`config.mk`:
```
export PLATFORM = sky130hd
export DESIGN_NAME = irq_trigger_bank
export DESIGN_NICKNAME = d
export VERILOG_FILES = /design/src/rtl/irq_trig_pkg.sv /design/src/rtl/irq_cfg_regs.sv /design/src/rtl/irq_edge_capture.sv /design/src/rtl/irq_ack_fsm.sv /design/src/rtl/irq_trigger_bank.sv
export SDC_FILE = /design/constraint.sdc
export NUM_CORES = 1
export LEC_CHECK = 0
export BUFFER_PORTS_ARGS = -buffer_cell sky130_fd_sc_hd__buf_4
export CAP_MARGIN = 20
export CORE_ASPECT_RATIO = 0.8
export CORE_MARGIN = 2
export CORE_UTILIZATION = 30
export CTS_BUF_LIST = sky130_fd_sc_hd__clkbuf_16
export DETAILED_ROUTE_END_ITERATION = 6
export PLACE_DENSITY = 0.54
export SYNTH_ARGS = -nofsm -noshare
export SYNTH_HDL_FRONTEND = slang
export SYNTH_HIERARCHICAL = 1
export SYNTH_SLANG_ARGS = --single-unit
```
`constraint.sdc`:
```
create_clock -name clk -period 3.35 [get_ports clk]
set_input_delay 0.5025 -clock clk [delete_from_list [all_inputs] [get_ports clk]]
set_output_delay 0.5025 -clock clk [all_outputs]
set_load 0.01 [all_outputs]
```
`src/rtl/irq_trig_pkg.sv`:
```
package irq_trig_pkg;
    localparam int          WORD_BITS   = 32;
    localparam int          FIELDS      = 16;
    localparam int          ID_W        = 10;
    localparam logic [9:0]  BASE_WORD   = 10'h300;
    localparam logic [9:0]  SPURIOUS_ID = 10'd1023;
    localparam logic [31:0] ALL_EDGE    = 32'hAAAA_AAAA;
    localparam logic [31:0] RSVD_MASK   = 32'h5555_5555;

    typedef enum logic [0:0] {
        S_IDLE  = 1'b0,
        S_REPLY = 1'b1
    } ack_state_e;

    function automatic logic [31:0] spread_modes(input logic [15:0] m);
        logic [31:0] w;
        w = '0;
        for (int f = 0; f < FIELDS; f++) begin
            w[2*f+1] = m[f];
        end
        return w;
    endfunction
endpackage

```
`src/rtl/irq_cfg_regs.sv`:
```
module irq_cfg_regs
    import irq_trig_pkg::*;
#(
    parameter int          NUM_IRQ   = 64,
    parameter int          NUM_CPU   = 2,
    parameter bit          PRIV_PROG = 1'b1,
    parameter logic [15:0] PPI_FIXED = 16'h0000,
    parameter int          CPU_W     = 1
) (
    input  logic                    clk,
    input  logic                    rst_n,
    input  logic                    reg_wr,
    input  logic                    reg_rd,
    input  logic [11:0]             reg_addr,
    input  logic [31:0]             reg_wdata,
    input  logic [CPU_W-1:0]        reg_cpu,
    output logic [31:0]             reg_rdata,
    output logic [NUM_CPU*16-1:0]   ppi_mode,
    output logic [NUM_IRQ-33:0]     spi_mode
);
    localparam int NWORDS  = NUM_IRQ / FIELDS;
    localparam int NUM_SPI = NUM_IRQ - 32;

    logic [9:0]  widx;
    logic        in_range;
    logic [15:0] ppi_sel;
    logic [15:0] spi_sel;
    logic [31:0] rd_word;

    assign widx     = reg_addr[11:2] - BASE_WORD;
    assign in_range = (reg_addr[11:2] >= BASE_WORD) &&
                      (widx < 10'(NWORDS)) && (reg_addr[1:0] == 2'b00);

    // Shared-ID trigger bits: always programmable
    always_ff @(posedge clk) begin
        if (!rst_n) begin
            spi_mode <= '0;
        end else if (reg_wr && in_range) begin
            for (int k = 0; k < NUM_SPI; k++) begin
                if (widx == 10'(2 + k / FIELDS)) begin
                    spi_mode[k] <= reg_wdata[2*(k%FIELDS)+1];
                end
            end
        end
    end

    // Private-ID trigger bits: one bank per processor, or fixed
    generate
        if (PRIV_PROG) begin : g_priv_prog
            for (genvar c = 0; c < NUM_CPU; c++) begin : g_bank
                always_ff @(posedge clk) begin
                    if (!rst_n) begin
                        ppi_mode[c*16 +: 16] <= '0;
                    end else if (reg_wr && in_range && widx == 10'd1 &&
                                 reg_cpu == CPU_W'(c)) begin
                        for (int f = 0; f < FIELDS; f++) begin
                            ppi_mode[c*16+f] <= reg_wdata[2*f+1];
                        end
                    end
                end
            end
        end else begin : g_priv_fixed
            for (genvar c = 0; c < NUM_CPU; c++) begin : g_bank
                assign ppi_mode[c*16 +: 16] = PPI_FIXED;
            end
        end
    endgenerate

    always_comb begin
        ppi_sel = '0;
        for (int c = 0; c < NUM_CPU; c++) begin
            if (reg_cpu == CPU_W'(c)) ppi_sel = ppi_mode[c*16 +: 16];
        end
        spi_sel = '0;
        for (int w = 2; w < NWORDS; w++) begin
            if (widx == 10'(w)) spi_sel = spi_mode[(w-2)*16 +: 16];
        end
        if (!in_range)            rd_word = '0;
        else if (widx == 10'd0)   rd_word = ALL_EDGE;
        else if (widx == 10'd1)   rd_word = spread_modes(ppi_sel);
        else                      rd_word = spread_modes(spi_sel);
    end

    always_ff @(posedge clk) begin
        if (!rst_n)      reg_rdata <= '0;
        else if (reg_rd) reg_rdata <= rd_word;
    end

    AST_RSVD_ZERO: assert property (@(posedge clk) disable iff (!rst_n)
        reg_rd |=> ((reg_rdata & RSVD_MASK) == 32'h0));
    AST_SGI_RAO: assert property (@(posedge clk) disable iff (!rst_n)
        (reg_rd && reg_addr == 12'hC00) |=> (reg_rdata == ALL_EDGE));
endmodule

```
`src/rtl/irq_edge_capture.sv`:
```
module irq_edge_capture #(
    parameter int W = 16
) (
    input  logic         clk,
    input  logic         rst_n,
    input  logic [W-1:0] line_in,
    input  logic [W-1:0] mode,
    input  logic [W-1:0] clr,
    output logic [W-1:0] pend
);
    logic [W-1:0] prev;
    logic [W-1:0] rise;
    logic [W-1:0] pend_n;

    assign rise   = line_in & ~prev;
    assign pend_n = (mode & ((pend & ~clr) | rise)) | (~mode & line_in);

    always_ff @(posedge clk) begin
        if (!rst_n) begin
            prev <= '0;
            pend <= '0;
        end else begin
            prev <= line_in;
            pend <= pend_n;
        end
    end

    AST_EDGE_STICKY: assert property (@(posedge clk) disable iff (!rst_n)
        1'b1 |=> ((pend & $past(pend & mode & ~clr)) == $past(pend & mode & ~clr)));
    AST_LEVEL_FOLLOW: assert property (@(posedge clk) disable iff (!rst_n)
        1'b1 |=> ((pend & ~$past(mode)) == ($past(line_in) & ~$past(mode))));
endmodule

```
`src/rtl/irq_ack_fsm.sv`:
```
module irq_ack_fsm
    import irq_trig_pkg::*;
#(
    parameter int NUM_IRQ = 64,
    parameter int NUM_CPU = 2,
    parameter int CPU_W   = 1
) (
    input  logic                   clk,
    input  logic                   rst_n,
    input  logic                   ack_req,
    input  logic [CPU_W-1:0]       ack_cpu,
    input  logic [15:0]            pend_sgi,
    input  logic [NUM_CPU*16-1:0]  pend_ppi,
    input  logic [NUM_IRQ-33:0]    pend_spi,
    output logic [15:0]            clr_sgi,
    output logic [NUM_CPU*16-1:0]  clr_ppi,
    output logic [NUM_IRQ-33:0]    clr_spi,
    output logic                   ack_valid,
    output logic [ID_W-1:0]        ack_id
);
    ack_state_e           state_q, state_d;
    logic [15:0]          ppi_view;
    logic [NUM_IRQ-1:0]   view;
    logic [NUM_IRQ-1:0]   pick;
    logic [ID_W-1:0]      low_id;
    logic                 found;
    logic                 take;

    always_comb begin
        ppi_view = '0;
        for (int c = 0; c < NUM_CPU; c++) begin
            if (ack_cpu == CPU_W'(c)) ppi_view = pend_ppi[c*16 +: 16];
        end
        view = {pend_spi, ppi_view, pend_sgi};
    end

    // Lowest-numbered pending ID
    always_comb begin
        found  = 1'b0;
        low_id = SPURIOUS_ID;
        pick   = '0;
        for (int i = 0; i < NUM_IRQ; i++) begin
            if (!found && view[i]) begin
                found   = 1'b1;
                low_id  = ID_W'(i);
                pick[i] = 1'b1;
            end
        end
    end

    // State register
    always_ff @(posedge clk) begin
        if (!rst_n) state_q <= S_IDLE;
        else        state_q <= state_d;
    end

    // Next state and outputs
    always_comb begin
        state_d   = state_q;
        take      = 1'b0;
        ack_valid = 1'b0;
        unique case (state_q)
            S_IDLE: begin
                if (ack_req) begin
                    take    = 1'b1;
                    state_d = S_REPLY;
                end
            end
            S_REPLY: begin
                ack_valid = 1'b1;
                state_d   = S_IDLE;
            end
            default: state_d = S_IDLE;
        endcase
        clr_sgi = take ? pick[15:0] : '0;
        clr_spi = take ? pick[NUM_IRQ-1:32] : '0;
        clr_ppi = '0;
        for (int c = 0; c < NUM_CPU; c++) begin
            if (take && ack_cpu == CPU_W'(c)) clr_ppi[c*16 +: 16] = pick[31:16];
        end
    end

    always_ff @(posedge clk) begin
        if (!rst_n)    ack_id <= SPURIOUS_ID;
        else if (take) ack_id <= low_id;
    end

    AST_CLR_ONEHOT: assert property (@(posedge clk) disable iff (!rst_n)
        $onehot0({clr_spi, clr_ppi, clr_sgi}));
    AST_REPLY_PULSE: assert property (@(posedge clk) disable iff (!rst_n)
        ack_valid |=> !ack_valid);
    AST_SPURIOUS: assert property (@(posedge clk) disable iff (!rst_n)
        (state_q == S_IDLE && ack_req && view == '0) |=> (ack_id == SPURIOUS_ID));
endmodule

```
`src/rtl/irq_trigger_bank.sv`:
```
module irq_trigger_bank
    import irq_trig_pkg::*;
#(
    parameter int          NUM_IRQ   = 64,
    parameter int          NUM_CPU   = 2,
    parameter bit          PRIV_PROG = 1'b1,
    parameter logic [15:0] PPI_FIXED = 16'h0000,
    localparam int         CPU_W     = (NUM_CPU > 1) ? $clog2(NUM_CPU) : 1,
    localparam int         NUM_SPI   = NUM_IRQ - 32
) (
    input  logic                   clk,
    input  logic                   rst_n,
    input  logic                   reg_wr,
    input  logic                   reg_rd,
    input  logic [11:0]            reg_addr,
    input  logic [31:0]            reg_wdata,
    input  logic [CPU_W-1:0]       reg_cpu,
    output logic [31:0]            reg_rdata,
    input  logic [15:0]            sgi_in,
    input  logic [NUM_CPU*16-1:0]  ppi_in,
    input  logic [NUM_SPI-1:0]     spi_in,
    input  logic                   ack_req,
    input  logic [CPU_W-1:0]       ack_cpu,
    output logic                   ack_valid,
    output logic [9:0]             ack_id
);
    logic [NUM_CPU*16-1:0] ppi_mode, pend_ppi, clr_ppi;
    logic [NUM_SPI-1:0]    spi_mode, pend_spi, clr_spi;
    logic [15:0]           pend_sgi, clr_sgi;

    irq_cfg_regs #(
        .NUM_IRQ(NUM_IRQ), .NUM_CPU(NUM_CPU), .PRIV_PROG(PRIV_PROG),
        .PPI_FIXED(PPI_FIXED), .CPU_W(CPU_W)
    ) u_cfg (
        .clk(clk), .rst_n(rst_n), .reg_wr(reg_wr), .reg_rd(reg_rd),
        .reg_addr(reg_addr), .reg_wdata(reg_wdata), .reg_cpu(reg_cpu),
        .reg_rdata(reg_rdata), .ppi_mode(ppi_mode), .spi_mode(spi_mode)
    );

    irq_edge_capture #(.W(16)) u_cap_sgi (
        .clk(clk), .rst_n(rst_n), .line_in(sgi_in), .mode(16'hFFFF),
        .clr(clr_sgi), .pend(pend_sgi)
    );

    generate
        for (genvar c = 0; c < NUM_CPU; c++) begin : g_ppi
            irq_edge_capture #(.W(16)) u_cap_ppi (
                .clk(clk), .rst_n(rst_n), .line_in(ppi_in[c*16 +: 16]),
                .mode(ppi_mode[c*16 +: 16]), .clr(clr_ppi[c*16 +: 16]),
                .pend(pend_ppi[c*16 +: 16])
            );
        end
    endgenerate

    irq_edge_capture #(.W(NUM_SPI)) u_cap_spi (
        .clk(clk), .rst_n(rst_n), .line_in(spi_in), .mode(spi_mode),
        .clr(clr_spi), .pend(pend_spi)
    );

    irq_ack_fsm #(.NUM_IRQ(NUM_IRQ), .NUM_CPU(NUM_CPU), .CPU_W(CPU_W)) u_ack (
        .clk(clk), .rst_n(rst_n), .ack_req(ack_req), .ack_cpu(ack_cpu),
        .pend_sgi(pend_sgi), .pend_ppi(pend_ppi), .pend_spi(pend_spi),
        .clr_sgi(clr_sgi), .clr_ppi(clr_ppi), .clr_spi(clr_spi),
        .ack_valid(ack_valid), .ack_id(ack_id)
    );
endmodule

```
### Word-level counts from Yosys, hierarchy flattened

Index checks and enable logic that the tools add are counted.

| operators by class | value |
|---|---|
| reductions and logical operators | 138 |
| muxes and demuxes | 205 |
| add/subtract/negate cells | 1 |
| magnitude comparators | 2 |
| bitwise gates (word level) | 35 |
| eq/ne operators | 3 |

Operators with widths:

| cell | number |
|---|---|
| $mux 10 | 64 |
| $and 16x16->16 | 10 |
| $mux 1 | 129 |
| $and 32x32->32 | 4 |
| $mux 32 | 4 |
| $not 16->16 | 8 |
| $mux 16 | 7 |
| $not 32->32 | 3 |
| $or 16x16->16 | 5 |
| $logic_and 1x1->1 | 71 |
| $or 32x32->32 | 2 |
| $logic_not 1->1 | 63 |
| $eq 10x2->1 const B | 2 |
| $eq 10x1->1 const B | 1 |
| $ge 10x10->1 const B | 1 |
| $logic_not 10->1 | 1 |
| $lt 10x3->1 const B | 1 |
| $sub 10x10->10 const B | 1 |
| $reduce_and 2->1 | 2 |
| $not 1->1 | 3 |
| $logic_not 2->1 | 1 |
| $pmux 1 s2 | 1 |

| word-level totals | value |
|---|---|
| word-level logic and storage cells | 399 |
| bits in registers | 267 |

### Logic depth before layout (Yosys ltp)

| logic depth | value |
|---|---|
| word-level depth | 196 |
| depth in mapped cells | 11 |
| gate-level depth less buffers | 9 |

### Hierarchy

The synthesis kept the hierarchy.

By module, submodules not included:

| module | area each (µm²) | times used | cells an instance |
|---|---|---|---|
| irq_cfg_regs | 3532.1 | 1 | 346 |
| irq_edge_capture at g_ppi[0].u_cap_ppi ... | 1123.6 | 3 | 99 |
| irq_edge_capture at u_cap_spi | 2252.2 | 1 | 199 |
| irq_ack_fsm | 2180.8 | 1 | 345 |
| irq_trigger_bank | 3.8 | 1 | 1 |

### Worst setup path before layout

Ideal clock, no wire load.

| timing path | value |
|---|---|
| path kind | input-to-reg |
| start | input ack_cpu |
| end | register g_ppi[1].u_cap_ppi.pend[11] |
| arrival | 2528 ps |
| setup slack | 704 ps |
| setup time | 117 ps |
| required time | 3233 ps |
| buffers on the path | 2 |
| stages | 9 |
| path through | buf_4 -> nor4_2 -> o211ai_2 -> or3_1 -> buf_6 -> or4b_4 -> nor2_1 -> nor2b_1 -> a32o_1 |

| on the way | value |
|---|---|
| word-level cells in the longest chain between the ends | 42 |

RTL lines:

| item | line | source |
|---|---|---|
| start, declared | irq_trigger_bank.sv:23 | `input logic [CPU_W-1:0] ack_cpu,` |
| $mux 16 | irq_ack_fsm.sv:32 | `if (ack_cpu == CPU_W'(c)) ppi_view = pend_ppi[c*16 +: 16];` |
| $logic_and 1x1->1 | irq_ack_fsm.sv:43 | `if (!found && view[i]) begin` |
| $mux 1 | irq_ack_fsm.sv:43 |  |
| $logic_not 1->1 | irq_ack_fsm.sv:43 |  |
| $logic_and 1x1->1 | irq_ack_fsm.sv:43 |  |
| $mux 1 | irq_ack_fsm.sv:43 |  |
| $logic_not 1->1 | irq_ack_fsm.sv:43 |  |
| $logic_and 1x1->1 | irq_ack_fsm.sv:43 |  |
| [... 27 more ...] | - |  |
| $mux 1 | irq_ack_fsm.sv:43 |  |
| $mux 16 * | irq_ack_fsm.sv:79 | `if (take && ack_cpu == CPU_W'(c)) clr_ppi[c*16 +: 16] = pick[31:16];` |
| net clr_ppi[27] | irq_trigger_bank.sv:27 | `logic [NUM_CPU*16-1:0] ppi_mode, pend_ppi, clr_ppi;` |
| $not 16->16 * | irq_edge_capture.sv:16 | `assign pend_n = (mode & ((pend & ~clr) \| rise)) \| (~mode & line_in);` |
| $and 16x16->16 * | irq_edge_capture.sv:16 |  |
| $or 16x16->16 * | irq_edge_capture.sv:16 |  |
| $and 16x16->16 * | irq_edge_capture.sv:16 |  |
| $or 16x16->16 * | irq_edge_capture.sv:16 |  |
| end signal, assigned | irq_edge_capture.sv:24 | `pend <= pend_n;` |
| end, declared | irq_edge_capture.sv:9 | `output logic [W-1:0] pend` |

The timed path passes the listed nets; every way through them passes the cells marked *.
A chain may end at the register's enable or synchronous reset.

### Final worst setup path

| timing path | value |
|---|---|
| start | register u_cap_sgi.pend[8] |
| end | register g_ppi[1].u_cap_ppi.pend[13] |

| on the way | value |
|---|---|
| word-level cells in the longest chain between the ends | 71 |

RTL lines:

| item | line |
|---|---|
| start, declared | irq_edge_capture.sv:9 |
| start signal, assigned | irq_edge_capture.sv:24 |
| $logic_and 1x1->1 * | irq_ack_fsm.sv:43 |
| $mux 1 * | irq_ack_fsm.sv:43 |
| $logic_not 1->1 | irq_ack_fsm.sv:43 |
| $logic_and 1x1->1 | irq_ack_fsm.sv:43 |
| $mux 1 * | irq_ack_fsm.sv:43 |
| $logic_not 1->1 | irq_ack_fsm.sv:43 |
| $logic_and 1x1->1 | irq_ack_fsm.sv:43 |
| $mux 1 * | irq_ack_fsm.sv:43 |
| [... 56 more ...] | - |
| $mux 1 * | irq_ack_fsm.sv:43 |
| $mux 16 * | irq_ack_fsm.sv:79 |
| net clr_ppi[29] | irq_trigger_bank.sv:27 |
| $not 16->16 * | irq_edge_capture.sv:16 |
| $and 16x16->16 * | irq_edge_capture.sv:16 |
| $or 16x16->16 * | irq_edge_capture.sv:16 |
| $and 16x16->16 * | irq_edge_capture.sv:16 |
| $or 16x16->16 * | irq_edge_capture.sv:16 |

Marked as above.

==> results.sh <==
export IMPL_pin_count=174
export IMPL_groute_usage_overall_pct=17.5
export IMPL_drv_slew=0
export IMPL_maxClockFrequency_mhz=355
export IMPL_chipHeight_um=178
export IMPL_cts_setup_buffers=0
export IMPL_fin_setup_tns_ns=0
export IMPL_holdBufCountCts=0
export IMPL_hold_class="primary input to flip-flop"
export IMPL_dpl_hpwl_um=26400
export IMPL_p_int_mw=4.89
export IMPL_yosysTopAreaCellShare_pct=43.8
export IMPL_slowest_delay_ns=0.71
export IMPL_crit_path_top_delay_cell="or4_1"
export IMPL_antenna_found_initial=0
export IMPL_required_ns=3.79
export IMPL_dpl_worst_slack_ns=0.281
export IMPL_synth_area_leader_cell="dfxtp_1"
export IMPL_synth_ff_latch_count=248
export IMPL_final_nets=1485
export IMPL_drcViolationCount=0
export IMPL_vias=9141
export IMPL_tightest_slew_ns=0.841
export IMPL_synth_distinct_cells=64
export IMPL_worst_slack_ns=0.534
export IMPL_grt_pass1_vias=8705
export IMPL_yosysSeqAreaShare_pct=43.8
export IMPL_worstPathArrival_ns=3.26
export IMPL_cp_end_kind="flip-flop"
export IMPL_ant_nets=0
export IMPL_cp_startpoint="u_cap_sgi/pend[8]"
export IMPL_drt_total_wl_um=35200
export IMPL_grt_pass1_wl_um=53000
export IMPL_worst_path_max_fanout=7
export IMPL_gp_congestion=0.901
export IMPL_p_clk_share_pct=41.6
export IMPL_cts_root_buffer="clkbuf_16"
export IMPL_crit_path_start_kind="flip-flop"
export IMPL_synthFlopType="dfxtp_1"
export IMPL_status="finished, final reports clean"
export IMPL_avgSynthCellArea_um2=9.55
export IMPL_total_power_mw=6.55
export IMPL_cts_resized=0
export IMPL_place_port_buffers=141
export IMPL_drt_iter0_markers=700
export IMPL_rr_startpoint="u_cap_sgi/pend[8]"
export IMPL_clkSinkCount=248
export IMPL_crit_chain="nor4_4, nand4_2, or3_1, or4_1, nor2_1, nor2b_1, a32o_1"
export IMPL_dieArea_um2=39400
export IMPL_ir_drop_uv=324
export IMPL_ys_warn_count=6
export IMPL_whs_ns=0.187
export IMPL_floorplan_initialDensity_pct=30.5
export IMPL_fin_worst_skew_ns=0.0147
export IMPL_fin_crit_ns=2.82
export IMPL_grt_max_degree=117
export IMPL_dieWidth_um=221
export IMPL_avgRoutedWirePerCell_um=18.9
export IMPL_cap_violations=0
export IMPL_fin_crit_sh_pct=84.1
export IMPL_rsz0062_at_grt="no"
export IMPL_crit_type="flip-flop to flip-flop"
export IMPL_synth_edf_count=0
export IMPL_p_sw_share_pct=25.3
export IMPL_first_pass_iters=6
export IMPL_via_per_inst=4.91
export IMPL_combPwrFrac_pct=10.2
export IMPL_syn_cell_area_um2=11300
export IMPL_core_area_um2=37100
export IMPL_clk_path_buf_depth=3
export IMPL_n_antenna_cell=0
export IMPL_gr_total_overflow=0
export IMPL_hold_path_startpoint="ppi_in[25]"
export IMPL_yosys_top_cells_area="dfxtp_1 (44%), mux2i_1 (9.0%), a32o_1 (7.5%)"
export IMPL_cts_htree_levels=1
export IMPL_p_per_area_nw_per_um2=477
export IMPL_power_switching_mw=1.66
export IMPL_insertion_delay_ns=0.55
export IMPL_p_leak_nw=5.90
export IMPL_final_hold_viol_count=0
export IMPL_synthArstFlopShare_pct=0
export IMPL_synthCells=1188
export IMPL_slew_headroom_pct=43.3
export IMPL_cts_tree="done"
export IMPL_numCtsBuffers=26
export IMPL_syn_to_final_growth_pct=20.9
export IMPL_drive_gt1_share_pct=21.6
export IMPL_path_clk_slew_ns=0.06
export IMPL_setup_viol=0
export IMPL_rows=63
export IMPL_power_frac_seq_pct=48.3
==> worst max-delay path, delay by kind of cell (launching register included) <==
kind            cells  cell delay [ns]
simple gates        6             2.08
flops               1             0.38
compound gates      1             0.25
==> power by group through the flow <==
stage | combinational, mW | clock (mW) | sequential [mW]
6_report | 0.665 | 2.72 | 3.16
5_1_grt | 0.723 | 2.91 | 3.17
4_1_cts | 0.666 | 2.79 | 3.16
3_5_place_dp | 0.663 | 0 | 3.22
3_3_place_gp | 0.657 | 0 | 3.22
2_1_floorplan | 0.429 | 0 | 3.20
==> flip-flops by register name, indices dropped and copies added (netlist names), 32 cells and up <==
register and flops:
g_ppi.u_cap_ppi/prev 32, u_cap_spi/prev 32, g_ppi.u_cap_ppi/pend 32, u_cfg/spi_mode 32, u_cap_spi/pend 32, u_cfg/ppi_mode 32
==> cells in the mapped netlist (all sizes together), types with 9 or more instances <==
cell type	count
a21oi	12
a22o	17
a22oi	16
a32o	85
and2	88
and3	18
buf	54
clkbuf	22
dfxtp	248
inv	16
mux2i	102
nand2	190
nand3	12
nor2	68
nor2b	85
nor3	29
nor3b	10
nor4	20
o21ai	9
==> stage by stage <==
step / std cells / area [um2] / util, %
floorplan: 1234 / 11500 / -
global placement: 1813 / 12900 / 34.8
detailed placement: 1813 / 12900 / 34.8
CTS: 1860 / 13700 / 36.9
global route: 1860 / 13700 / 36.9
finish: 1860 / 13700 / 36.9
==> layout by cell type, fill, tap and decap left out, types with 10 or more instances in the layout <==
cell / instances
dfxtp_1: 248
nand2_1: 190
buf_4: 165
mux2i_1: 102
nor2b_1: 85
a32o_1: 85
and2_4: 70
nor2_1: 68
conb_1: 48
nor3_1: 29
clkbuf_16: 26
inv_1: 18
and2_1: 18
and3_1: 18
a22o_1: 17
a22oi_1: 16
nor4_1: 12
nand3_1: 12
a21oi_1: 12
nor3b_1: 10
==> kinds of logic after synthesis <==
logic type	count (synthesis)	synth area share, %
compound gates	169	13.1
buf+inv	92	4.89
flops	248	43.8
mux	104	9.20
other cells	2	0.0662
simple gates	573	29.0
==> layout make-up <==
| type | count | area, um2 |
|---|---|---|
| clock buffer | 26 | 651 |
| clock inverter | 21 | 145 |
| fill | 3824 | 23400 |
| inverter | 16 | 60.1 |
| multi-input combinational | 894 | 5990 |
| sequential | 248 | 4960 |
| tap | 487 | 609 |
| timing repair buffer | 168 | 1290 |
==> final timing paths <==
path | end | slack (ns) | depth (start not counted)
setup / recovery | g_ppi[1].u_cap_ppi/pend[13] | 0.53 | 7
hold / removal | g_ppi[1].u_cap_ppi/prev[9] | 0.19 | 2
setup reg to reg | g_ppi[1].u_cap_ppi/pend[13] | 0.53 | 7
hold reg to reg | u_cap_sgi/pend[5] | 0.47 | 2
==> routing by layer <==
layer  routed length [um]  track usage, %
met2                14600            25.7
met3                 2480            3.97
met5                    0               0
met4                  527            3.02
met1                17600            26.0
Note: power is estimated with default switching activity, not from simulation.
